File: config.mk
export PLATFORM = sky130hd
export DESIGN_NAME = irq_presenter
export DESIGN_NICKNAME = d
export VERILOG_FILES = /design/src/rtl/irq_presenter.sv
export SDC_FILE = /design/constraint.sdc
export NUM_CORES = 1
export LEC_CHECK = 0
export BUFFER_PORTS_ARGS = -buffer_cell sky130_fd_sc_hd__clkbuf_2
export CAP_MARGIN = 20
export CELL_PAD_IN_SITES_DETAIL_PLACEMENT = 1
export CELL_PAD_IN_SITES_GLOBAL_PLACEMENT = 2
export CORE_MARGIN = 2
export CORE_UTILIZATION = 32
export CTS_CLUSTER_SIZE = 16
export DETAILED_ROUTE_END_ITERATION = 12
export GPL_TIMING_DRIVEN = 0
export PLACE_DENSITY_LB_ADDON = 0.1
export RECOVER_POWER = 25
export SLEW_MARGIN = 10
export SYNTH_ARGS = -nofsm -noshare
export SYNTH_HDL_FRONTEND = slang
export SYNTH_SLANG_ARGS = --single-unit
File: constraint.sdc
create_clock -name clk -period 4.8 [get_ports clk]
set_clock_uncertainty 0.1 [all_clocks]
set_input_delay 1.2 -clock clk [delete_from_list [all_inputs] [get_ports clk]]
set_output_delay 1.2 -clock clk [all_outputs]
set_load 0.05 [all_outputs]
File: src/rtl/irq_presenter.sv
module irq_presenter #(
  parameter int PRIO_W  = 8,
  parameter int SRC_W   = 24,
  parameter int IPI_SRC = 2
) (
  input  logic                     clk,
  input  logic                     rst_n,
  input  logic                     cmd_prio_set,
  input  logic [PRIO_W-1:0]        cmd_prio_val,
  input  logic                     cmd_ipi_set,
  input  logic [PRIO_W-1:0]        cmd_ipi_val,
  input  logic                     cmd_accept,
  output logic [PRIO_W+SRC_W-1:0]  accept_word,
  input  logic                     cmd_eoi,
  input  logic [PRIO_W+SRC_W-1:0]  eoi_word,
  input  logic                     in_valid,
  input  logic [SRC_W-1:0]         in_src,
  input  logic [PRIO_W-1:0]        in_prio,
  output logic                     cpu_irq,
  output logic                     rej_valid,
  output logic [SRC_W-1:0]         rej_src,
  output logic                     resend_req,
  output logic                     eoi_out_valid,
  output logic [SRC_W-1:0]         eoi_out_src
);
  localparam int WORD_W = PRIO_W + SRC_W;
  localparam logic [PRIO_W-1:0] PRIO_NONE = '1;
  localparam logic [SRC_W-1:0]  IPI_NUM = SRC_W'(IPI_SRC);

  logic [PRIO_W-1:0] cppr, pend_prio, mfrr;
  logic [SRC_W-1:0]  xisr;
  logic [PRIO_W-1:0] n_cppr, n_pp, n_mfrr;
  logic [SRC_W-1:0]  n_xisr, n_rej_src, n_eoi_src;
  logic              n_irq, n_rej, n_rs, n_eoi;
  logic              busy;
  logic [PRIO_W-1:0] eoi_prio;

  assign busy        = (xisr != '0);
  assign accept_word = {cppr, xisr};
  assign eoi_prio    = eoi_word[WORD_W-1:SRC_W];

  always_comb begin
    n_cppr = cppr; n_xisr = xisr; n_pp = pend_prio; n_mfrr = mfrr; n_irq = cpu_irq;
    n_rej = 1'b0; n_rej_src = '0; n_rs = 1'b0; n_eoi = 1'b0; n_eoi_src = '0;
    if (cmd_prio_set) begin
      n_cppr = cmd_prio_val;
      if (cmd_prio_val < cppr) begin
        if (busy && cmd_prio_val <= pend_prio) begin
          n_xisr = '0; n_pp = PRIO_NONE; n_irq = 1'b0;
          n_rej = 1'b1; n_rej_src = xisr;
        end
      end else if (!busy) begin
        n_rs = 1'b1;
        if (mfrr < cmd_prio_val) begin
          n_xisr = IPI_NUM; n_pp = mfrr; n_irq = 1'b1;
        end
      end
    end else if (cmd_ipi_set) begin
      n_mfrr = cmd_ipi_val;
      if (cmd_ipi_val < cppr && !(busy && pend_prio <= cmd_ipi_val)) begin
        if (busy) begin
          n_rej = 1'b1; n_rej_src = xisr;
        end
        n_xisr = IPI_NUM; n_pp = cmd_ipi_val; n_irq = 1'b1;
      end
    end else if (cmd_accept) begin
      n_cppr = pend_prio; n_xisr = '0; n_pp = PRIO_NONE; n_irq = 1'b0;
    end else if (cmd_eoi) begin
      n_cppr = eoi_prio;
      n_eoi = 1'b1; n_eoi_src = eoi_word[SRC_W-1:0];
      if (!busy) begin
        n_rs = 1'b1;
        if (mfrr < eoi_prio) begin
          n_xisr = IPI_NUM; n_pp = mfrr; n_irq = 1'b1;
        end
      end
    end else if (in_valid) begin
      if (in_prio >= cppr || (busy && pend_prio <= in_prio)) begin
        n_rej = 1'b1; n_rej_src = in_src;
      end else begin
        if (busy) begin
          n_rej = 1'b1; n_rej_src = xisr;
        end
        n_xisr = in_src; n_pp = in_prio; n_irq = 1'b1;
      end
    end
  end

  always_ff @(posedge clk) begin
    if (!rst_n) begin
      cppr <= '0; xisr <= '0; pend_prio <= PRIO_NONE; mfrr <= PRIO_NONE;
      cpu_irq <= 1'b0; rej_valid <= 1'b0; rej_src <= '0;
      resend_req <= 1'b0; eoi_out_valid <= 1'b0; eoi_out_src <= '0;
    end else begin
      cppr <= n_cppr; xisr <= n_xisr; pend_prio <= n_pp; mfrr <= n_mfrr;
      cpu_irq <= n_irq; rej_valid <= n_rej; rej_src <= n_rej_src;
      resend_req <= n_rs; eoi_out_valid <= n_eoi; eoi_out_src <= n_eoi_src;
    end
  end

  a_r4_irq_tracks_slot: assert property (@(posedge clk) disable iff (!rst_n)
    cpu_irq == (xisr != '0));

  a_r2_low_prio_bounced: assert property (@(posedge clk) disable iff (!rst_n)
    (in_valid && !cmd_prio_set && !cmd_ipi_set && !cmd_accept && !cmd_eoi && in_prio >= cppr)
    |=> (rej_valid && rej_src == $past(in_src)));

  a_r5_ipi_presented: assert property (@(posedge clk) disable iff (!rst_n)
    (cmd_ipi_set && !cmd_prio_set && cmd_ipi_val < cppr && xisr == '0)
    |=> (cpu_irq && xisr == IPI_NUM && pend_prio == $past(cmd_ipi_val)));

  a_r7_threshold_drop: assert property (@(posedge clk) disable iff (!rst_n)
    (cmd_prio_set && cmd_prio_val < cppr && xisr != '0 && cmd_prio_val <= pend_prio)
    |=> (!cpu_irq && rej_valid && rej_src == $past(xisr)));

  a_r9_accept_lowers: assert property (@(posedge clk) disable iff (!rst_n)
    (cmd_accept && !cmd_prio_set && !cmd_ipi_set) |=> (!cpu_irq && pend_prio == PRIO_NONE));

  a_r10_eoi_forward: assert property (@(posedge clk) disable iff (!rst_n)
    (cmd_eoi && !cmd_prio_set && !cmd_ipi_set && !cmd_accept)
    |=> (eoi_out_valid && eoi_out_src == $past(eoi_word[SRC_W-1:0])));
endmodule

==> flow_metrics.env <==
export IMPL_intPower_uw=1480
export IMPL_critPathCaptureType="flop"
export IMPL_dieWidth_um=132.8
export IMPL_root_buffer="clkbuf_16"
export IMPL_synth_avg_cell_area_um2=9.062
export IMPL_wl_per_cell_um=19.39
export IMPL_switchingPower_uw=811.0
export IMPL_num_io_pins=171
export IMPL_die_area_um2=17640
export IMPL_switching_share_pct=35.40
export IMPL_post_cts_resized=0
export IMPL_htree_levels=3
export IMPL_finalPower_uw=2291
export IMPL_finalSetupViolCount=0
export IMPL_synth_cells=586
export IMPL_worstMarginPinSlew_ns=1.112
export IMPL_clk_path_buf_depth=2
export IMPL_synth_cell_types=50
export IMPL_cts_sinks=100
export IMPL_finalWeightedCongestion=0.8654
export IMPL_report_final_slew_viol_count=0
export IMPL_power_frac_seq_pct=40.1
export IMPL_hold_viol=0
export IMPL_grt_max_degree=19
export IMPL_hold_path_class="reg2reg"
export IMPL_grt_usage_pct=21.64
export IMPL_nNetsFinal=914
export IMPL_async_flop_share_pct=0
export IMPL_cts_setup_buffers=0
export IMPL_outcome="complete, no violations"
export IMPL_tns_ns=0
export IMPL_period_minus_slack_ns=4.015
export IMPL_dr_pass1_iters=4
export IMPL_cts_tree="done"
export IMPL_hpwl_um=15270
export IMPL_synth_area_um2=5310
export IMPL_synth_edf_count=0
export IMPL_antenna_found_initial=0
export IMPL_vias=5217
export IMPL_fin_util_pct=40.67
export IMPL_synthToLayoutAreaGrowth_pct=25.66
export IMPL_worstSetupPathType="in2reg"
export IMPL_die_h_um=132.8
export IMPL_overflow=0
export IMPL_port_buffer_count=169
export IMPL_synth_ff_type="dfxtp_1"
export IMPL_p_comb_share_pct=28.1
export IMPL_fin_ws_ns=0.7851
export IMPL_most_common_layout_cells="124 x clkbuf_2, 100 x dfxtp_1, 79 x nand2_1"
export IMPL_viasPerCell=5.259
export IMPL_clock_latency_ns=0.35
export IMPL_power_share_clock_pct=31.8
export IMPL_initial_core_util_pct=32.36
export IMPL_drtIter0Drc=193
export IMPL_power_leakage_uw=0.003216
export IMPL_dp_slack_ns=0.2644
export IMPL_cp_max_fo=10
export IMPL_ys_warn_count=0
export IMPL_cap_violations=0
export IMPL_cts_buffers=9
export IMPL_seq_area_frac_synth_pct=37.70
export IMPL_grt_pass1_wl_um=29870
export IMPL_final_common_cell="clkbuf_2"
export IMPL_core_area_um2=16410
export IMPL_wl_um=19240
export IMPL_synth_seq_cells=100
export IMPL_fin_crit_sh_pct=83.64
export IMPL_holdBufCountCts=0
export IMPL_num_rows=47
export IMPL_critPathRequiredTime_ns=4.94
export IMPL_drc=0
export IMPL_drive_gt1_share_pct=19.82
export IMPL_p_per_area_nw_per_um2=343.4
export IMPL_grt_pass1_vias=5481
export IMPL_clkTransAtPathRegs_ns=0.07
export IMPL_max_freq_mhz=249.1
export IMPL_start_kind="primary input"
export IMPL_rsz0062_at_grt="no"
export IMPL_diodes=0
export IMPL_ant_nets=0
export IMPL_relSlewSlack_pct=25.88
export IMPL_synth_nets=733
export IMPL_vdd_ir_drop_max_mv=0.1907
export IMPL_crit_arrival_ns=4.15
-- worst max-delay path: stages --
cell and delay, ns:
clkbuf_2 0.11, ha_1 0.34, a21oi_1 0.16, nand2_1 0.16
a21oi_1 0.88, nor3_1 0.17, a211oi_2 0.37, nand3_2 0.19
buf_6 0.21, o311ai_1 0.34
-- synthesized netlist by cell type, drive strengths merged (2+ instances only) --
cell type  number  area share (%)
o31a            2            0.33
o22ai           9             1.1
inv            47             3.3
o21ai           8            0.75
nand2b          4            0.47
a21oi          33             3.3
dfxtp         100              38
nor2           16             1.1
nand3           4            0.47
nand4           9             1.1
nor4            8            0.94
a211oi          9             1.4
o31ai          12             1.7
o211ai         11             1.6
ha             60              14
o311ai          8             1.3
clkbuf         23             1.6
and3           24             2.8
mux2i          23             4.3
nand2          79             5.6
a22oi           3            0.42
buf             8             1.1
o2111ai         3            0.49
and2            2            0.24
a22o           24             4.0
a2111o          2            0.42
nor3           12             1.1
a211o          10             1.6
o211a           7             1.3
a21o            5            0.71
nor2b           8            0.94
-- worst paths after layout --
kind | startpoint | end | slack [ns] | cells past startpoint
setup / recovery | cmd_prio_val[7] | pend_prio[4] | 0.79 | 10
hold / removal | cppr[3] | cppr[3] | 0.38 | 2
setup reg to reg | cppr[7] | pend_prio[4] | 1.30 | 10
hold reg to reg | cppr[3] | cppr[3] | 0.38 | 2
-- registers in the layout (all words and copies together), names as in the netlist --
signal         flops
cppr               8
cpu_irq            1
eoi_out_src       24
eoi_out_valid      1
mfrr               8
pend_prio          8
rej_src           24
rej_valid          1
resend_req         1
xisr              24
-- per-layer routing --
layer / wire length (um) / global-route usage, % / up-vias
met4: 384 / 6.810 / 0
met3: 983 / 3.295 / 27
met1: 8833 / 28.21 / 2518
met2: 9034 / 36.82 / 166
li1: - / - / 2506
met5: 0 / 0 / -
-- through the flow --
step / hold WS [ns] / instances / instance area, um^2
after floorplan: 0.3990 / 586 / 5310
after global placement: 0.3555 / 975 / 6431
after detailed placement: 0.3695 / 975 / 6431
after CTS: 0.3812 / 991 / 6725
after global routing: 0.4040 / 992 / 6673
final: 0.3767 / 992 / 6673
-- power groups by stage --
stage               sequential (uW)  combinational [uW]  clock, uW
global route                    923                 709        785
detailed placement              937                 641          0
floorplan                       979                 374          0
CTS                             917                 646        748
global placement                936                 616          0
finish                          918                 644        728
-- final cells by class --
type                            count  area, um^2
Timing Repair Buffer              170       793.3
Buffer                             31       143.9
Tap cell                          220       275.3
Multi-Input combinational cell    408        2988
Clock buffer                       10       239.0
Clock inverter                      6       55.05
Fill cell                        2025        9734
Sequential cell                   100        2002
Inverter                           47       176.4
-- kinds of logic after synthesis --
| logic type | Yosys count | synth area share [%] |
|---|---|---|
| AO/OA/AOI/OAI | 153 | 22.01 |
| adder cells (fa/ha/maj) | 60 | 14.14 |
| buffers and inverters | 78 | 6.032 |
| flip-flops | 100 | 37.70 |
| multiplexers | 23 | 4.336 |
| AND/OR/NAND/NOR | 172 | 15.79 |
No activity file was read; power rests on OpenSTA's default activity.
